===== src/rtl/evtr_pkg.sv =====
// Package: shared widths and helper for the event-to-DMA router.
// Assumes byte-wide vectors and event codes, 5-bit interrupt source indices.
package evtr_pkg;
    localparam int CODE_W = 8;
    localparam int SRC_W  = 5;

    typedef logic [CODE_W-1:0] code_t;
    typedef logic [SRC_W-1:0]  src_t;

    // Isolate the lowest set bit of a request vector.
    function automatic logic [31:0] lowest_bit(input logic [31:0] v);
        return v & (~v + 32'd1);
    endfunction
endpackage


===== src/rtl/evtr_arbiter.sv =====
// Module: evtr_arbiter
// Holds one pending bit per event lane and grants the lowest-numbered
// requesting lane each cycle (new pulse or held). Assumes lanes are wired in
// ascending interrupt-source order; a pulse on an already pending lane merges.
module evtr_arbiter #(
    parameter int LANES = 5
) (
    input  logic             clk,
    input  logic             rst_n,
    input  logic [LANES-1:0] evt_pulse,
    output logic [LANES-1:0] grant,
    output logic             any_req
);
    import evtr_pkg::*;

    logic [LANES-1:0] pend_q;
    logic [LANES-1:0] req;
    logic [31:0]      req_wide;
    logic [31:0]      low_wide;

    // Combine held and fresh requests, pick the lowest lane.
    always_comb begin
        req      = pend_q | evt_pulse;
        req_wide = 32'(req);
        low_wide = lowest_bit(req_wide);
        grant    = low_wide[LANES-1:0];
        any_req  = |req;
    end

    // Keep every request that was not granted this cycle.
    always_ff @(posedge clk) begin
        if (!rst_n) pend_q <= '0;
        else        pend_q <= req & ~grant;
    end

    // a grant never covers two lanes at once.
    assert_one_grant_R6: assert property (@(posedge clk) disable iff (!rst_n)
        $onehot0(grant));

    // when requests collide, the losers remain pending next cycle.
    assert_hold_losers_R6: assert property (@(posedge clk) disable iff (!rst_n)
        ($countones(req) > 1) |=> (pend_q != '0));
endmodule


===== src/rtl/evtr_vec_regs.sv =====
// Module: evtr_vec_regs
// Byte-wide start-vector registers, one per DMA channel, at consecutive
// addresses from VEC_BASE. Write-only bus; other addresses are ignored.
module evtr_vec_regs #(
    parameter int              CH_N     = 4,
    parameter int              ADDR_W   = 8,
    parameter logic [ADDR_W-1:0] VEC_BASE = 8'h7C
) (
    input  logic                clk,
    input  logic                rst_n,
    input  logic                bus_we,
    input  logic [ADDR_W-1:0]   bus_addr,
    input  logic [7:0]          bus_wdata,
    output logic [CH_N*8-1:0]   vec_flat
);
    for (genvar k = 0; k < CH_N; k++) begin : g_vec
        localparam logic [ADDR_W-1:0] MY_ADDR = VEC_BASE + ADDR_W'(k);
        logic [7:0] vec_q;

        // Load this channel's vector on an address match; clear on reset.
        always_ff @(posedge clk) begin
            if (!rst_n)                             vec_q <= 8'h00;
            else if (bus_we && bus_addr == MY_ADDR) vec_q <= bus_wdata;
        end

        assign vec_flat[k*8 +: 8] = vec_q;

        // a write to this channel's address is visible in the next cycle.
        assert_vec_load_R1: assert property (@(posedge clk) disable iff (!rst_n)
            (bus_we && bus_addr == MY_ADDR) |=> (vec_flat[k*8 +: 8] == $past(bus_wdata)));

        // without a write to this address the vector is unchanged.
        assert_vec_keep_R8: assert property (@(posedge clk) disable iff (!rst_n)
            !(bus_we && bus_addr == MY_ADDR) |=> $stable(vec_flat[k*8 +: 8]));
    end
endmodule


===== src/rtl/evtr_vec_match.sv =====
// Module: evtr_vec_match
// Compares one event code with every channel vector and reports the
// lowest-numbered channel that matches. Purely combinational.
module evtr_vec_match #(
    parameter int CH_N = 4,
    localparam int CH_W = (CH_N > 1) ? $clog2(CH_N) : 1
) (
    input  logic [CH_N*8-1:0] vec_flat,
    input  logic [7:0]        code,
    output logic              hit,
    output logic [CH_W-1:0]   ch
);
    logic [CH_N-1:0] match;

    for (genvar k = 0; k < CH_N; k++) begin : g_cmp
        assign match[k] = (vec_flat[k*8 +: 8] == code);
    end

    // Priority encode: scan from the top so the lowest match wins.
    always_comb begin
        ch  = '0;
        hit = |match;
        for (int k = CH_N - 1; k >= 0; k--) begin
            if (match[k]) ch = CH_W'(k);
        end
    end

    // a reported channel holds the code and no lower channel does.
    always_comb begin
        if (hit) begin
            assert_first_hit_R4: assert ((vec_flat[ch*8 +: 8] == code) &&
                ((match & ((CH_N'(1) << ch) - CH_N'(1))) == '0));
        end
    end
endmodule


===== src/rtl/evt_dma_router.sv =====
// Module: evt_dma_router (top)
// Routes event pulses either to a DMA channel start or to an interrupt-set
// strobe. Lane codes and source indices are fixed by parameters. Outputs are
// registered: a strobe appears the cycle after its event is serviced.
module evt_dma_router #(
    parameter int                 LANES     = 5,
    parameter int                 CH_N      = 4,
    parameter int                 ADDR_W    = 8,
    parameter logic [ADDR_W-1:0]  VEC_BASE  = 8'h7C,
    parameter logic [LANES*8-1:0] LANE_CODE = {8'h19, 8'h13, 8'h12, 8'h11, 8'h10},
    parameter logic [LANES*5-1:0] LANE_SRC  = {5'd12, 5'd10, 5'd9, 5'd8, 5'd7},
    localparam int                CH_W      = (CH_N > 1) ? $clog2(CH_N) : 1
) (
    input  logic              clk,
    input  logic              rst_n,
    input  logic [LANES-1:0]  evt_pulse,
    input  logic              bus_we,
    input  logic [ADDR_W-1:0] bus_addr,
    input  logic [7:0]        bus_wdata,
    output logic              dma_go,
    output logic [CH_W-1:0]   dma_ch,
    output logic              irq_set,
    output logic [4:0]        irq_src
);
    import evtr_pkg::*;

    logic [LANES-1:0]  grant;
    logic              any_req;
    logic [CH_N*8-1:0] vec_flat;
    code_t             sel_code;
    src_t              sel_src;
    logic              hit;
    logic [CH_W-1:0]   hit_ch;

    evtr_arbiter #(.LANES(LANES)) u_arb (
        .clk       (clk),
        .rst_n     (rst_n),
        .evt_pulse (evt_pulse),
        .grant     (grant),
        .any_req   (any_req)
    );

    evtr_vec_regs #(.CH_N(CH_N), .ADDR_W(ADDR_W), .VEC_BASE(VEC_BASE)) u_regs (
        .clk       (clk),
        .rst_n     (rst_n),
        .bus_we    (bus_we),
        .bus_addr  (bus_addr),
        .bus_wdata (bus_wdata),
        .vec_flat  (vec_flat)
    );

    // Select the code and source of the granted lane (grant is one-hot).
    always_comb begin
        sel_code = '0;
        sel_src  = '0;
        for (int i = 0; i < LANES; i++) begin
            if (grant[i]) begin
                sel_code = LANE_CODE[i*8 +: 8];
                sel_src  = LANE_SRC[i*5 +: 5];
            end
        end
    end

    evtr_vec_match #(.CH_N(CH_N)) u_match (
        .vec_flat (vec_flat),
        .code     (sel_code),
        .hit      (hit),
        .ch       (hit_ch)
    );

    // Register the routing decision into the two exclusive strobes.
    always_ff @(posedge clk) begin
        if (!rst_n) begin
            dma_go  <= 1'b0;
            dma_ch  <= '0;
            irq_set <= 1'b0;
            irq_src <= '0;
        end else begin
            dma_go  <= any_req && hit;
            dma_ch  <= (any_req && hit) ? hit_ch : '0;
            irq_set <= any_req && !hit;
            irq_src <= (any_req && !hit) ? sel_src : '0;
        end
    end

    // the two strobes never overlap.
    assert_excl_R7: assert property (@(posedge clk) disable iff (!rst_n)
        !(dma_go && irq_set));

    // a strobe only follows a cycle in which a request was serviced.
    assert_cause_R7: assert property (@(posedge clk) disable iff (!rst_n)
        (dma_go || irq_set) |-> $past(any_req));

    // an interrupt is set only when no vector matched.
    assert_irq_nomatch_R5: assert property (@(posedge clk) disable iff (!rst_n)
        irq_set |-> $past(!hit));

    // a DMA start follows a vector match on the serviced event.
    assert_dma_match_R3: assert property (@(posedge clk) disable iff (!rst_n)
        dma_go |-> $past(hit && any_req));
endmodule


===== config.mk =====
export PLATFORM = sky130hd
export DESIGN_NAME = evt_dma_router
export DESIGN_NICKNAME = d
export VERILOG_FILES = /design/src/rtl/evtr_pkg.sv /design/src/rtl/evtr_arbiter.sv /design/src/rtl/evtr_vec_regs.sv /design/src/rtl/evtr_vec_match.sv /design/src/rtl/evt_dma_router.sv
export SDC_FILE = /design/constraint.sdc
export NUM_CORES = 1
export LEC_CHECK = 0
export CAP_MARGIN = 40
export CORE_MARGIN = 5
export CORE_UTILIZATION = 53
export DETAILED_ROUTE_END_ITERATION = 8
export PLACE_DENSITY_LB_ADDON = 0.05
export SLEW_MARGIN = 20
export SYNTH_ARGS = -nofsm -noshare
export SYNTH_HDL_FRONTEND = slang
export SYNTH_HIERARCHICAL = 1
export SYNTH_SLANG_ARGS = --single-unit
export TNS_END_PERCENT = 30

===== constraint.sdc =====
create_clock -name clk -period 3.8 [get_ports clk]
set_clock_uncertainty 0.1 [all_clocks]
set_input_delay 0.57 -clock clk [delete_from_list [all_inputs] [get_ports clk]]
set_output_delay 0.57 -clock clk [all_outputs]
set_load 0.02 [all_outputs]

; Word level (Yosys, flattened, before mapping)
; Cells that the tools add are included.
[word_totals]
reg_bits = 46
latch_bits = 0
ram_bits = 0
romBits = 0
in_bits = 24
n_memories = 0
[classes]
addsub = 1
multipliers = 0
div = 0
order_cmp = 0
eq_ne = 8
shift = 0
mux = 13
n_bitwise = 8
reduce_logical = 15
[op_table]
columns = operator, count
row1 = $eq A8 B7 Y1 const B, 4
row2 = $eq A8 B8 Y1, 4
row3 = $mux W8, 4
row4 = $mux W4, 4
row5 = $reduce_or A4 Y1, 3
row6 = $and A5 B5 Y5, 2
row7 = $not A5 Y5, 2
row8 = $logic_and A1 B1 Y1, 6
row9 = $reduce_or A3 Y1, 2
row10 = $reduce_or A6 Y1, 1
row11 = $add A5 B1 Y5 const B, 1
row12 = $mux W5, 1
row13 = $or A5 B5 Y5, 1
row14 = $reduce_or A5 Y1, 1
row15 = $mux W2, 2
row16 = $mux W3, 1
row17 = $not A1 Y1, 3
row18 = $reduce_and A2 Y1, 1
row19 = $logic_not A1 Y1, 1
row20 = $mux W1, 1

; Logic depth before layout (Yosys ltp)
; Gate-level depths: netlist (run 1).
[logic_depth]
depth_word = 15
mapped_depth = 10
depth_no_buf = 10

; Hierarchy
; The synthesis (run 1) kept the hierarchy.
[by_module_without_submodules]
columns = mod, n_inst, cells_each, area_per_inst_um2, seq_area_each_um2
row1 = evtr_vec_regs, 1, 118, 1242.4, 640.6
row2 = evtr_vec_match, 1, 48, 417.9, 0.0
row3 = evt_dma_router, 1, 29, 302.8, 160.2
row4 = evtr_arbiter, 1, 24, 206.4, 80.1

; Least setup slack after synthesis (run 1)
; OpenSTA, ideal clock, no wires.
[synth_timing]
path_type = input-to-reg
start = input port evt_pulse[1]
end = register irq_src[0]
arrival_time_ns = 2.811
required_time_ns = 3.585
setup_slack_ns = 0.774
stages = 10
n_path_buf = 0
cell_sequence = or3_4 nor3b_2 nor4_1 nand2b_1 xor2_1 nor4_4 nand2_1 nand4b_1 nand3b_4 a2111oi_0
[synth_between]
elab_cells_between_ends = 20
classes_between = add/sub (1) / eq/ne (4) / mux (6) / bitwise (4) / reduce/logical (5)
[synth_lines]
columns = item, line
row1 = "start, declared", evt_dma_router.sv:16  ; input logic [LANES-1:0] evt_pulse,
row2 = $or A5 B5 Y5 (*), evtr_arbiter.sv:23  ; req = pend_q | evt_pulse;
row3 = $not A5 Y5 (*), evtr_pkg.sv:12  ; return v & (~v + 32'd1);
row4 = $add A5 B1 Y5 (*), evtr_pkg.sv:12
row5 = $and A5 B5 Y5 (*), evtr_pkg.sv:12
row6 = named net grant[4], evt_dma_router.sv:27  ; logic [LANES-1:0] grant;
row7 = $mux W8 (*), evt_dma_router.sv:57  ; if (grant[i]) begin
row8 = named net sel_code[4], evt_dma_router.sv:30  ; code_t sel_code;
row9 = $eq A8 B8 Y1, evtr_vec_match.sv:16  ; assign match[k] = (vec_flat[k*8 +: 8] == code);
row10 = $reduce_or A4 Y1 (*), evtr_vec_match.sv:22  ; hit = |match;
row11 = named net hit, evt_dma_router.sv:32  ; logic hit;
row12 = $logic_not A1 Y1 (*), evt_dma_router.sv:82  ; irq_src <= (any_req && !hit) ? sel_src : '0;
row13 = $logic_and A1 B1 Y1 (*), evt_dma_router.sv:82
row14 = $not A1 Y1 (no source line) (*), -
row15 = $reduce_or A4 Y1 (no source line) (*), -
row16 = "end signal, assigned", evt_dma_router.sv:82
row17 = "end, declared", evt_dma_router.sv:23  ; output logic [4:0] irq_src
; The timed path passes the listed nets; every way through them passes the cells marked *.
; A chain may end at the register's enable or synchronous reset.

; Worst setup path after layout (run 1)
[layout_timing]
start = input port evt_pulse[1]
end = register irq_src[0]
[layout_between]
elab_cells_between_ends = 20
classes_between = add/sub (1) / eq/ne (4) / mux (6) / bitwise (4) / reduce/logical (5)
[layout_lines]
columns = item, line
row1 = $or A5 B5 Y5 (*), evtr_arbiter.sv:23
row2 = $not A5 Y5 (*), evtr_pkg.sv:12
row3 = $add A5 B1 Y5 (*), evtr_pkg.sv:12
row4 = $and A5 B5 Y5 (*), evtr_pkg.sv:12
row5 = named net grant[3], evt_dma_router.sv:27
row6 = $mux W8 (*) (2 in a row), evt_dma_router.sv:57
row7 = named net sel_code[1], evt_dma_router.sv:30
row8 = $eq A8 B8 Y1, evtr_vec_match.sv:16
row9 = $reduce_or A4 Y1 (*), evtr_vec_match.sv:22
row10 = named net hit, evt_dma_router.sv:32
row11 = $logic_not A1 Y1 (*), evt_dma_router.sv:82
row12 = $logic_and A1 B1 Y1 (*), evt_dma_router.sv:82
row13 = $not A1 Y1 (no source line) (*), -
row14 = $reduce_or A4 Y1 (no source line) (*), -
; Marks and branches as above.

==> impl_metrics.tcl, run 1 <==
set metrics [dict create \
    dpl_cell_area_um2 2590 \
    overflow 0 \
    insertedDiodeCount 0 \
    fmax_ghz 0.304 \
    period_minus_slack_ns 3.28 \
    antenna_left 0 \
    netlist_area_um2 2170 \
    critPathCaptureType "flip-flop" \
    initial_core_util_pct 54.6 \
    ys_ff_latch 44 \
    clock-sinks 44 \
    avgSynthCellArea_um2 9.91 \
    cts.clk_slew.worst_paths_ns 0.08 \
    track_usage_pct 16.9 \
    via_per_inst 4.99 \
    cap_viol_max_count 0 \
    status "finished clean" \
    pre_cts_slack_ns 0.211 \
    antenna_found_initial 0 \
    die_w_um 74.0 \
    finalHoldViolCount 0 \
    power.density_nw_per_um2 325 \
    hold_buffers 0 \
    tns_ns 0 \
    max_slew_margin_pct 44.9 \
    drt_iter0_markers 22 \
    gp_congestion 0.852 \
    core_area_um2 3970 \
    ys_seq_area_share_pct 40.6 \
    wire_per_inst_um 13.1 \
    criticalPathCategory "input port to flip-flop" \
    drive_above_1_share_pct 9.26 \
    power_leakage_nw 1.10 \
    crit_fanout 5 \
    slew_viol_final 0 \
    synth-edff-count 0 \
    yosys_most_used_dff "dfxtp_1" \
    setup_violations 0 \
    root_buffer "clkbuf_8" \
    cts_resized 0 \
    htreeDepth 2 \
    numCtsBuffers 5 \
    vias 1597 \
    portBuffers 31 \
    io_pins 33 \
    cts_tree "built" \
    postSynthCellCount 219 \
    hold_path.class "flip-flop to flip-flop" \
    die_area_um2 5470 \
    hpwlAfterDp_mm 3.26 \
    drt_wl_total_mm 4.21 \
    nNetsFinal 294 \
    critical_path_arrival_ns 3.37 \
    cp.required_ns 3.88 \
    first_pass_iters 4 \
    cts_setup_buffers 0 \
    final_common_cell "dfxtp_1" \
    drc_errors 0 \
    num_rows 23 \
    dieHeight_um 74.0 \
    synthToLayoutAreaGrowth_pct 22.8 \
    grt_max_degree 26 \
    postLayoutCellArea_um2 2670 \
    synthArstFlopShare_pct 0 \
    tightest_slew_ns 0.823 \
    period_share_pct 86.4 \
    cts_buffer_depth 2 \
    layout_common_cells "44 x dfxtp_1, 43 x nand2_1, 32 x mux2i_1" \
    grt_setup_unrepaired "false" \
    ys_types 38 \
    grt_pass1_wl_mm 7.19 \
    grt_pass1_vias 1611 \
    fin_ws_ns 0.515 \
    worst_setup_path_start_kind "input port" \
    clk_latency_ns 0.30 \
    peakVddDrop_mv 0.285 \
    yosys_warnings 6 \
]
==> state kept, by name (all words and copies together) (netlist names) <==
register	flops
irq_src	4
u_regs/g_vec.vec_q	32
irq_set	1
dma_go	1
dma_ch	2
u_arb/pend_q	4
==> synth_stat cells, types with 2 or more instances <==
| cell | number | area share (%) |
|---|---|---|
| a21oi_1 | 5 | 1.2 |
| and2_1 | 2 | 0.58 |
| buf_4 | 2 | 0.69 |
| buf_6 | 2 | 1.0 |
| clkbuf_1 | 4 | 0.69 |
| dfxtp_1 | 44 | 41 |
| inv_1 | 5 | 0.87 |
| mux2i_1 | 32 | 15 |
| nand2_1 | 43 | 7.4 |
| nand2b_1 | 2 | 0.58 |
| nand3_1 | 2 | 0.46 |
| nand4_1 | 4 | 1.2 |
| nor2_1 | 9 | 1.6 |
| nor4_1 | 2 | 0.58 |
| nor4_2 | 3 | 1.7 |
| nor4_4 | 4 | 3.9 |
| o21ai_0 | 2 | 0.46 |
| or4_1 | 2 | 0.69 |
| xnor2_1 | 16 | 6.5 |
| xor2_1 | 16 | 6.5 |
==> area by class of cell <==
type                            instances  area [um2]
Timing Repair Buffer                   36         348
Inverter                                6        22.5
Clock buffer                            6        72.6
Multi-Input combinational cell        177        1270
Clock inverter                          1        5.00
Tap cell                               50        62.6
Fill cell                             353        1310
Sequential cell                        44         881
==> critical path, stage by stage <==
cell	delay, ns
clkdlybuf4s50_1	0.44
or3_4	0.43
nor4_4	0.30
inv_1	0.09
a21oi_1	0.42
xor2_1	0.23
nor4_2	0.08
nand2_1	0.11
nand4b_1	0.12
nand3b_4	0.19
a2111oi_0	0.38
==> where the power goes <==
| part | total [W] | switching, W | internal, W |
|---|---|---|---|
| registers | 0.000472 | 0.00000347 | 0.000468 |
| clock network | 0.000275 | 0.000150 | 0.000125 |
| logic | 0.000120 | 0.0000626 | 0.0000576 |
==> per-stage QoR <==
stage | utilization (%) | std cells | total power [W] | hold slack [ns]
3_3_place_gp | 65.2 | 313 | 0.000602 | 0.357
2_1_floorplan | - | 235 | 0.000552 | 0.348
5_1_grt | 67.1 | 320 | 0.000907 | 0.389
6_report | 67.1 | 320 | 0.000867 | 0.371
4_1_cts | 67.1 | 320 | 0.000875 | 0.376
3_5_place_dp | 65.2 | 313 | 0.000603 | 0.364
==> worst paths after layout <==
| kind | from | endpoint | slack, ns | cells after the start |
|---|---|---|---|---|
| max | evt_pulse[1] | irq_src[0]$_SDFF_PP0_ | 0.52 | 11 |
| min | u_regs/g_vec[0].vec_q[7]$_SDFFE_PN0P_ | u_regs/g_vec[0].vec_q[7]$_SDFFE_PN0P_ | 0.37 | 2 |
| max reg2reg | u_arb/pend_q[1]$_SDFF_PN0_ | irq_src[0]$_SDFF_PP0_ | 0.94 | 10 |
| min reg2reg | u_regs/g_vec[0].vec_q[7]$_SDFFE_PN0P_ | u_regs/g_vec[0].vec_q[7]$_SDFFE_PN0P_ | 0.37 | 2 |
==> routing by layer <==
metal	global-route usage (%)	part of all wire [%]	wire, um	up-vias
met4	7.24	2.8	116	0
met1	20.4	46	1920	711
met3	4.59	5.7	241	10
met5	0	0	0	-
li1	-	-	-	836
met2	28.3	46	1930	40
==> kinds of logic (layout without fill, tap and decap cells) <==
family,Yosys count,in the layout,share of synthesized area [%]
buffers and inverters,14,49,3.46
muxes,32,32,14.8
AOI/OAI and AO/OA,12,12,3.86
other,1,17,0.173
DFF,44,44,40.6
and+or+nand+nor,84,84,24.2
xor gates and xnor gates,32,32,12.9
(Power assumes the default switching activity.)
==> inputs of run 2 (changes only) <==
==> constraint.sdc (replaced) <==
create_clock -name clk -period 3.8 [get_ports clk]
set_clock_uncertainty 0.1 [all_clocks]
set_input_delay 0.57 -clock clk [delete_from_list [all_inputs] [get_ports clk]]
set_output_delay 0.57 -clock clk [all_outputs]
set_load 0.005 [all_outputs]
==> results of run 2 <==
The final DEF is identical to that of run 1. Status: finished clean.
Main changes from that run: total power 0.000867 W -> 0.000861 W
